**src/rtl/rgx_pkg.sv**
```systemverilog
package rgx_pkg;

  // Successor of a port index with wrap at n.
  function automatic int unsigned rgx_succ(input int unsigned v, input int unsigned n);
    return (v + 1 >= n) ? 0 : v + 1;
  endfunction

endpackage

```
**src/rtl/rgx_rr_pick.sv**
```systemverilog
module rgx_rr_pick #(
  parameter int N  = 4,
  parameter int IW = 2
) (
  input  logic [N-1:0]  req,
  input  logic [IW-1:0] ptr,
  output logic [N-1:0]  pick
);

  logic          found;
  logic [IW-1:0] idx;

  always_comb begin
    pick  = '0;
    found = 1'b0;
    idx   = '0;
    for (int k = 0; k < N; k++) begin
      idx = IW'((int'(ptr) + k) % N);
      if (!found && req[idx]) begin
        pick[idx] = 1'b1;
        found     = 1'b1;
      end
    end
  end

endmodule

```
**src/rtl/rgx_grant_stage.sv**
```systemverilog
module rgx_grant_stage #(
  parameter int N  = 4,
  parameter int IW = 2
) (
  input  logic [N*N-1:0]  elig,
  input  logic [N*IW-1:0] gptr,
  output logic [N*N-1:0]  gnt
);

  for (genvar o = 0; o < N; o++) begin : g_out
    logic [N-1:0] col;
    logic [N-1:0] pk;
    for (genvar i = 0; i < N; i++) begin : g_in
      assign col[i]       = elig[i*N+o];
      assign gnt[i*N+o]   = pk[i];
    end
    rgx_rr_pick #(.N(N), .IW(IW)) u_pick (
      .req  (col),
      .ptr  (gptr[o*IW +: IW]),
      .pick (pk)
    );
  end

endmodule

```
**src/rtl/rgx_accept_stage.sv**
```systemverilog
module rgx_accept_stage #(
  parameter int N  = 4,
  parameter int IW = 2
) (
  input  logic [N*N-1:0]  gnt,
  input  logic [N*IW-1:0] aptr,
  output logic [N*N-1:0]  acc
);

  for (genvar i = 0; i < N; i++) begin : g_in
    rgx_rr_pick #(.N(N), .IW(IW)) u_pick (
      .req  (gnt[i*N +: N]),
      .ptr  (aptr[i*IW +: IW]),
      .pick (acc[i*N +: N])
    );
  end

endmodule

```
**src/rtl/rgx_sched.sv**
```systemverilog
module rgx_sched #(
  parameter int N     = 4,
  parameter int ITERS = 2,
  localparam int IW   = (N > 1) ? $clog2(N) : 1,
  localparam int CW   = $clog2(ITERS + 1)
) (
  input  logic            clk,
  input  logic            rst_n,
  input  logic            slot_start,
  input  logic [N*N-1:0]  req_mat,
  output logic            match_valid,
  output logic [N-1:0]    match_hit,
  output logic [N*IW-1:0] match_port
);
  import rgx_pkg::*;

  logic            busy;
  logic [CW-1:0]   iter_q;
  logic [N*N-1:0]  req_q;
  logic [N-1:0]    in_m;
  logic [N-1:0]    out_m;
  logic [N*IW-1:0] wport;
  logic [N*IW-1:0] gptr_q;
  logic [N*IW-1:0] aptr_q;

  logic [N*N-1:0]  elig;
  logic [N*N-1:0]  gnt;
  logic [N*N-1:0]  acc;
  logic [N-1:0]    acc_in;
  logic [N-1:0]    acc_out;
  logic [IW-1:0]   acc_port [N];
  logic [IW-1:0]   acc_src  [N];
  logic            first_it;
  logic            last_it;

  // Only free inputs and free outputs take part in an iteration.
  for (genvar i = 0; i < N; i++) begin : g_ei
    for (genvar o = 0; o < N; o++) begin : g_eo
      assign elig[i*N+o] = req_q[i*N+o] & ~in_m[i] & ~out_m[o];
    end
  end

  rgx_grant_stage #(.N(N), .IW(IW)) u_grant (
    .elig (elig),
    .gptr (gptr_q),
    .gnt  (gnt)
  );

  rgx_accept_stage #(.N(N), .IW(IW)) u_accept (
    .gnt  (gnt),
    .aptr (aptr_q),
    .acc  (acc)
  );

  // Encode the acceptance matrix per input row and per output column.
  always_comb begin
    for (int i = 0; i < N; i++) begin
      acc_in[i]   = |acc[i*N +: N];
      acc_port[i] = '0;
      for (int o = 0; o < N; o++) begin
        if (acc[i*N+o]) acc_port[i] = IW'(o);
      end
    end
    for (int o = 0; o < N; o++) begin
      acc_out[o] = 1'b0;
      acc_src[o] = '0;
      for (int i = 0; i < N; i++) begin
        if (acc[i*N+o]) begin
          acc_out[o] = 1'b1;
          acc_src[o] = IW'(i);
        end
      end
    end
  end

  assign first_it = (iter_q == '0);
  assign last_it  = (iter_q == CW'(ITERS - 1));

  always_ff @(posedge clk) begin
    if (!rst_n) begin
      busy        <= 1'b0;
      iter_q      <= '0;
      req_q       <= '0;
      in_m        <= '0;
      out_m       <= '0;
      wport       <= '0;
      gptr_q      <= '0;
      aptr_q      <= '0;
      match_valid <= 1'b0;
      match_hit   <= '0;
      match_port  <= '0;
    end else begin
      match_valid <= 1'b0;
      if (!busy) begin
        if (slot_start) begin
          busy   <= 1'b1;
          iter_q <= '0;
          req_q  <= req_mat;
          in_m   <= '0;
          out_m  <= '0;
          wport  <= '0;
        end
      end else begin
        in_m   <= in_m | acc_in;
        out_m  <= out_m | acc_out;
        iter_q <= iter_q + 1'b1;
        for (int i = 0; i < N; i++) begin
          if (acc_in[i]) wport[i*IW +: IW] <= acc_port[i];
        end
        if (first_it) begin
          for (int o = 0; o < N; o++) begin
            if (acc_out[o])
              gptr_q[o*IW +: IW] <= IW'(rgx_succ(int'(acc_src[o]), N));
          end
          for (int i = 0; i < N; i++) begin
            if (acc_in[i])
              aptr_q[i*IW +: IW] <= IW'(rgx_succ(int'(acc_port[i]), N));
          end
        end
        if (last_it) begin
          busy        <= 1'b0;
          match_valid <= 1'b1;
          match_hit   <= in_m | acc_in;
          for (int i = 0; i < N; i++) begin
            match_port[i*IW +: IW] <= acc_in[i] ? acc_port[i] : wport[i*IW +: IW];
          end
        end
      end
    end
  end

endmodule

```
**config.mk**
```make
export PLATFORM = sky130hd
export DESIGN_NAME = rgx_sched
export DESIGN_NICKNAME = d
export VERILOG_FILES = /design/src/rtl/rgx_pkg.sv /design/src/rtl/rgx_rr_pick.sv /design/src/rtl/rgx_grant_stage.sv /design/src/rtl/rgx_accept_stage.sv /design/src/rtl/rgx_sched.sv
export SDC_FILE = /design/constraint.sdc
export NUM_CORES = 1
export LEC_CHECK = 0
export ABC_CLOCK_PERIOD_IN_PS = 10900
export BUFFER_PORTS_ARGS = -buffer_cell sky130_fd_sc_hd__buf_2
export CAP_MARGIN = 30
export CORE_MARGIN = 2
export CORE_UTILIZATION = 49
export CTS_BUF_LIST = sky130_fd_sc_hd__clkbuf_16
export DETAILED_ROUTE_END_ITERATION = 8
export GPL_TIMING_DRIVEN = 0
export HOLD_SLACK_MARGIN = 0.15
export PLACE_DENSITY_LB_ADDON = 0.25
export SYNTH_ARGS = -nofsm -noshare
export SYNTH_HDL_FRONTEND = slang
export SYNTH_SLANG_ARGS = --single-unit
```
**constraint.sdc**
```tcl
create_clock -name clk -period 10.9 [get_ports clk]
set_input_delay 0.545 -clock clk [delete_from_list [all_inputs] [get_ports clk]]
set_output_delay 0.545 -clock clk [all_outputs]
set_load 0.01 [all_outputs]
```
# Word level (Yosys, flattened, before mapping)
# Index checks and enable logic that the tools add are counted.
# totals
elab_cells	533
reg_bits	64
# classes
bitwise	67
reduce_logical	97
add_sub_neg	33
mux	246
order_cmp	72
n_eq_ne	1
# ops
operator	n
4-bit 2-to-1 mux	35
1-bit 2-to-1 mux	115
4-bit bitwise OR	26
2-bit by 3-bit < comparator with 1-bit output, second input constant	32
1-bit binary-select mux with 2-bit select	32
1-bit demux with 2-bit select	32
2-bit by 1-bit >= comparator with 1-bit output, second input constant	32
2-bit 2-to-1 mux	30
1-bit logical AND	56
2-bit adder, second input constant	16
1-bit bitwise AND	32
2-bit by 1-bit adder with 3-bit output, second input constant	8
3-bit >= comparator, second input constant	8
1-bit logical NOT	24
3-bit AND reduction	8
2-bit by 1-bit adder with 2-bit output, second input constant	9
8-bit 2-to-1 mux	2
4-bit OR reduction	4
1-bit NOT	9
2-bit AND reduction	3
2-bit by 1-bit == test with 1-bit output, second input constant	1
2-bit logical NOT	1
2-bit nonzero test	1

# Depth between registers and ports, before layout
# logic_depth
depth_word	33
depth_mapped	18
ltp_nobuf	16

# Cells and area by module
# Synthesis repeated with hierarchy kept, for this count alone.
# hier_totals
cells_unflattened	583
area_unflattened_um2	5252.5
# by_module_without_submodules
module	area_per_inst_um2	instances	seq_area_each_um2	cells_each
rgx_sched	2795.2	1	1281.2	337
rgx_rr_pick at u_accept.g_in[0].u_pick ...	302.8	7	0.0	30
rgx_rr_pick at u_grant.g_out[3].u_pick	337.8	1	0.0	36

# Least setup slack after synthesis
# No wires, ideal clock.
# synth_timing
path_kind	reg-to-reg
startpoint	register gptr_q[0]
endpoint	register aptr_q[0]
setup_time_ns	0.072
arrival_time_ns	4.324
n_path_buf	2
stages_incl_launch_ff	17
t_required_ns	10.828
synth_period_minus_slack_ns	4.395
path_slack_ns	6.505
cell_sequence	dfxtp_1 > buf_2 > inv_1 > ha_1 > clkbuf_1 > mux4_2 > or2_1 > and3_1 > or3_1 > and3_1 > o211ai_1 > nand2_1 > a221o_1 > or2_2 > ha_1 > or3_1 > mux2i_1
# synth_via
elab_chain_cells	30
# synth_rtl
element	line	rtl
start: declaration	rgx_sched.sv:23	logic [N*IW-1:0] gptr_q;
start signal: indexed assignment	rgx_sched.sv:113	gptr_q[o*IW +: IW] <= IW'(rgx_succ(int'(acc_src[o]), N));
parallel branches: the longest is 11 deep, another holds 2-bit by 3-bit < comparator with 1-bit output	n/a	
4-bit 2-to-1 mux *	rgx_rr_pick.sv:19	if (!found && req[idx]) begin
1-bit binary-select mux with 2-bit select	rgx_rr_pick.sv:19	
1-bit 2-to-1 mux (not written as such)	rgx_rr_pick.sv:19	
1-bit 2-to-1 mux	rgx_rr_pick.sv:19	
1-bit logical NOT	rgx_rr_pick.sv:19	
1-bit logical AND	rgx_rr_pick.sv:19	
1-bit 2-to-1 mux	rgx_rr_pick.sv:19	
(+3 left out)	n/a	
1-bit logical NOT	rgx_rr_pick.sv:19	
1-bit logical AND	rgx_rr_pick.sv:19	
4-bit 2-to-1 mux *	rgx_rr_pick.sv:19	
1-bit 2-to-1 mux	rgx_sched.sv:61	if (acc[i*N+o]) acc_port[i] = IW'(o);
2-bit 2-to-1 mux (2 in a row)	rgx_sched.sv:61	
2-bit by 1-bit adder with 3-bit output	rgx_pkg.sv:5	return (v + 1 >= n) ? 0 : v + 1;
3-bit >= comparator	rgx_pkg.sv:5	
2-bit 2-to-1 mux	rgx_pkg.sv:5	
end signal: indexed assignment	rgx_sched.sv:117	aptr_q[i*IW +: IW] <= IW'(rgx_succ(int'(acc_port[i]), N));
end: declaration	rgx_sched.sv:24	logic [N*IW-1:0] aptr_q;
# Mark *: on every way between the ends. The select of a mux whose other input is x is not followed.
# A chain may end at the register's enable or synchronous reset.

# Final worst setup path
# layout_timing
startpoint	register gptr_q[0]
endpoint	register aptr_q[2]
# Same word-level chain as after synthesis.

==> results_dict.tcl <==
set metrics [dict create \
    setup_viol 0 \
    gp_congestion 0.963 \
    port_buffers 30 \
    crit_arrival_ns 5.30 \
    syn-num-nets 862 \
    cts_setup_buffers 0 \
    stdcell_area_sq_um 7040 \
    cts_buffer_depth 2 \
    first_pass_iters 5 \
    grt_pass1_wl_mm 30.8 \
    grt_pass1_vias 5896 \
    route.detailed.drc 0 \
    period_minus_slack_ns 5.09 \
    cts_sinks 64 \
    syn_inst 783 \
    root_buffer "clkbuf_16" \
    hpwlAfterDp_mm 14.8 \
    antenna_found_initial 0 \
    synth-edff-count 0 \
    cts_resized 0 \
    met2_usage_pct 45.1 \
    clock_latency_ns 0.34 \
    skew_ns 0.00811 \
    synth_top_area_cell "dfxtp_1" \
    status "completed" \
    grt.total_usage_pct 27.3 \
    synth.distinct_cells 111 \
    cts_max_level 3 \
    fin_util_pct 55.5 \
    grt_use_met3_pct 4.26 \
    async_reset_ff_share_pct 0 \
    critical_path_required_ns 11.11 \
    diodes 0 \
    chipWidth_um 118 \
    pin_count 32 \
    p_per_area_nw_per_um2 281 \
    busiest_layer "met2" \
    finalSetupTns_ns 0 \
    hold_viol 0 \
    slowest_stage "mux4_2" \
    yosys_most_used_dff "dfxtp_1" \
    end_kind "flop" \
    finalCritPeriodShare_pct 46.7 \
    yosysMostFrequentCell "nand2_1" \
    fp-row-count 41 \
    vias 6315 \
    fill_cells 1211 \
    start_util_pct 50.2 \
    layout.nets 903 \
    worst_hold_path_type "input port to flop" \
    slew_headroom_pct 37.6 \
    layout-drive-gt1-share_pct 18.0 \
    syn_to_final_growth_pct 10.6 \
    cts_tree "built" \
    hold_buffers 0 \
    grt_overflow 0 \
    crit_path_max_fanout 10 \
    yosys-top-cells-area "dfxtp_1 20%, ha_1 12%, nand2_1 5.5%" \
    synth_warnings 0 \
    peakVddDrop_uv 166 \
    avgSynthCellArea_sq_um 8.12 \
    vias_per_cell 6.31 \
    critical_path_class "flop to flop" \
    pre_cts_ws_ns 5.88 \
    hold_slack_ns 0.454 \
    stdcell_count 1001 \
    netlist.area_leader.share_pct 20.1 \
    cpPeakStageDelay_ns 0.61 \
    seq_area_frac_synth_pct 20.1 \
    worst_pin_slew_ns 0.928 \
    worst_slack_ns 5.81 \
    avgRoutedWirePerCell_um 19.1 \
    grt_max_degree 13 \
    drt_iter0_drc 467 \
    netlist_top_cells_count "93 x nand2_1, 64 x dfxtp_1, 60 x ha_1" \
    leakage_nw 2.94 \
    placed_cells 985 \
    startpoint_type "flop" \
    drv_slew 0 \
    grt_use_met1_pct 36.1 \
    max_freq_ghz 0.197 \
    ant_nets 0 \
    post_dp_cell_area_sq_um 6730 \
    fin_total_pwr_mw 1.98 \
    drv_cap 0 \
    numCtsBuffers 9 \
    dieArea_sq_um 13900 \
    clk_pin_slew_ns 0.06 \
    cp_cell_sequence "buf_2, inv_1, ha_1, clkbuf_1, mux4_2, or2_1, nand2_1, o221a_1, a21oi_1, a22oi_1, mux2_2, a221oi_2, a21boi_2, inv_1, ha_1, o41ai_1" \
    finalWirelength_mm 19.2 \
    synth.cell_area_sq_um 6360 \
    grt_setup_unrepaired "no" \
    die-height_um 118 \
    core_area_sq_um 12700 \
    synth_seq_cells 64 \
]
[power breakdown]
| part | switching (mW) | internal (mW) | leakage (nW) |
|---|---|---|---|
| clock | 0.104 | 0.198 | 0.153 |
| sequential | 0.0631 | 0.281 | 0.521 |
| combinational | 0.836 | 0.495 | 2.27 |
[critical path, delay by kind of cell (launching register included)]
family | cells | cell delay [ns]
compound gates | 6 | 1.90
mux | 2 | 1.01
flops | 1 | 0.42
simple gates | 2 | 0.43
fa+ha+maj | 2 | 0.48
buf+inv | 4 | 0.72
[final timing paths]
check                                start  depth (start not counted)         to  slack (ns)
worst max-delay path             gptr_q[0]                         16  aptr_q[2]        5.81
worst min register to register    wport[3]                          2   wport[3]        0.46
worst min-delay path            req_mat[4]                          3   req_q[4]        0.45
worst max register to register   gptr_q[0]                         16  aptr_q[2]        5.81
[kinds of logic after synthesis]
| logic type | after synthesis | share of synthesized area, % |
|---|---|---|
| and+or+nand+nor | 309 | 26.8 |
| AOI/OAI and AO/OA | 235 | 28.2 |
| buffers and inverters | 78 | 5.76 |
| DFF | 64 | 20.1 |
| adders and majority gates | 60 | 11.8 |
| muxes | 36 | 7.16 |
| xor gates and xnor gates | 1 | 0.138 |
[layer usage]
| metal | routed length, um | up-vias |
|---|---|---|
| li1 | - | 3026 |
| met2 | 8680 | 255 |
| met5 | 0 | - |
| met1 | 8560 | 2999 |
| met4 | 539 | 0 |
| met3 | 1380 | 35 |
[sequential cells by signal, summed over array words and instances (netlist names), 2 cells and up]
name and flops:
aptr_q 8, iter_q 2, match_hit 4, gptr_q 8, req_q 16, in_m 4
wport 8, out_m 4, match_port 8
[placed cells by master (no fill, tap or decap), types with 6 or more instances in the layout]
cell type / count
a211o_1: 7
nor2_1: 42
o21a_1: 8
and2b_1: 6
nand2b_1: 11
inv_1: 43
nand4_1: 9
a211oi_1: 11
nand3b_1: 6
buf_6: 6
nor3_1: 24
a221o_1: 7
and3_1: 11
clkbuf_16: 9
or3_1: 7
ha_1: 60
dfxtp_1: 64
mux2_2: 16
o21ai_0: 34
a221oi_2: 10
buf_2: 34
nor3b_1: 9
clkbuf_1: 16
a21oi_1: 59
nor2b_1: 6
mux2i_1: 14
or2_2: 7
nand3_1: 24
mux4_2: 6
nand2_1: 93
a41oi_1: 7
[layout make-up]
| type | instances | area (sq um) | area share (%) |
|---|---|---|---|
| tap | 172 | 215 | 3.06 |
| timing repair buffer | 30 | 150 | 2.13 |
| clock buffer | 9 | 225 | 3.20 |
| inverter | 45 | 171 | 2.44 |
| buffer | 33 | 195 | 2.77 |
| clock inverter | 7 | 86.3 | 1.23 |
| multi-input combinational | 641 | 4710 | 67.0 |
| sequential | 64 | 1280 | 18.2 |
Note: power is estimated with default switching activity, not from simulation.
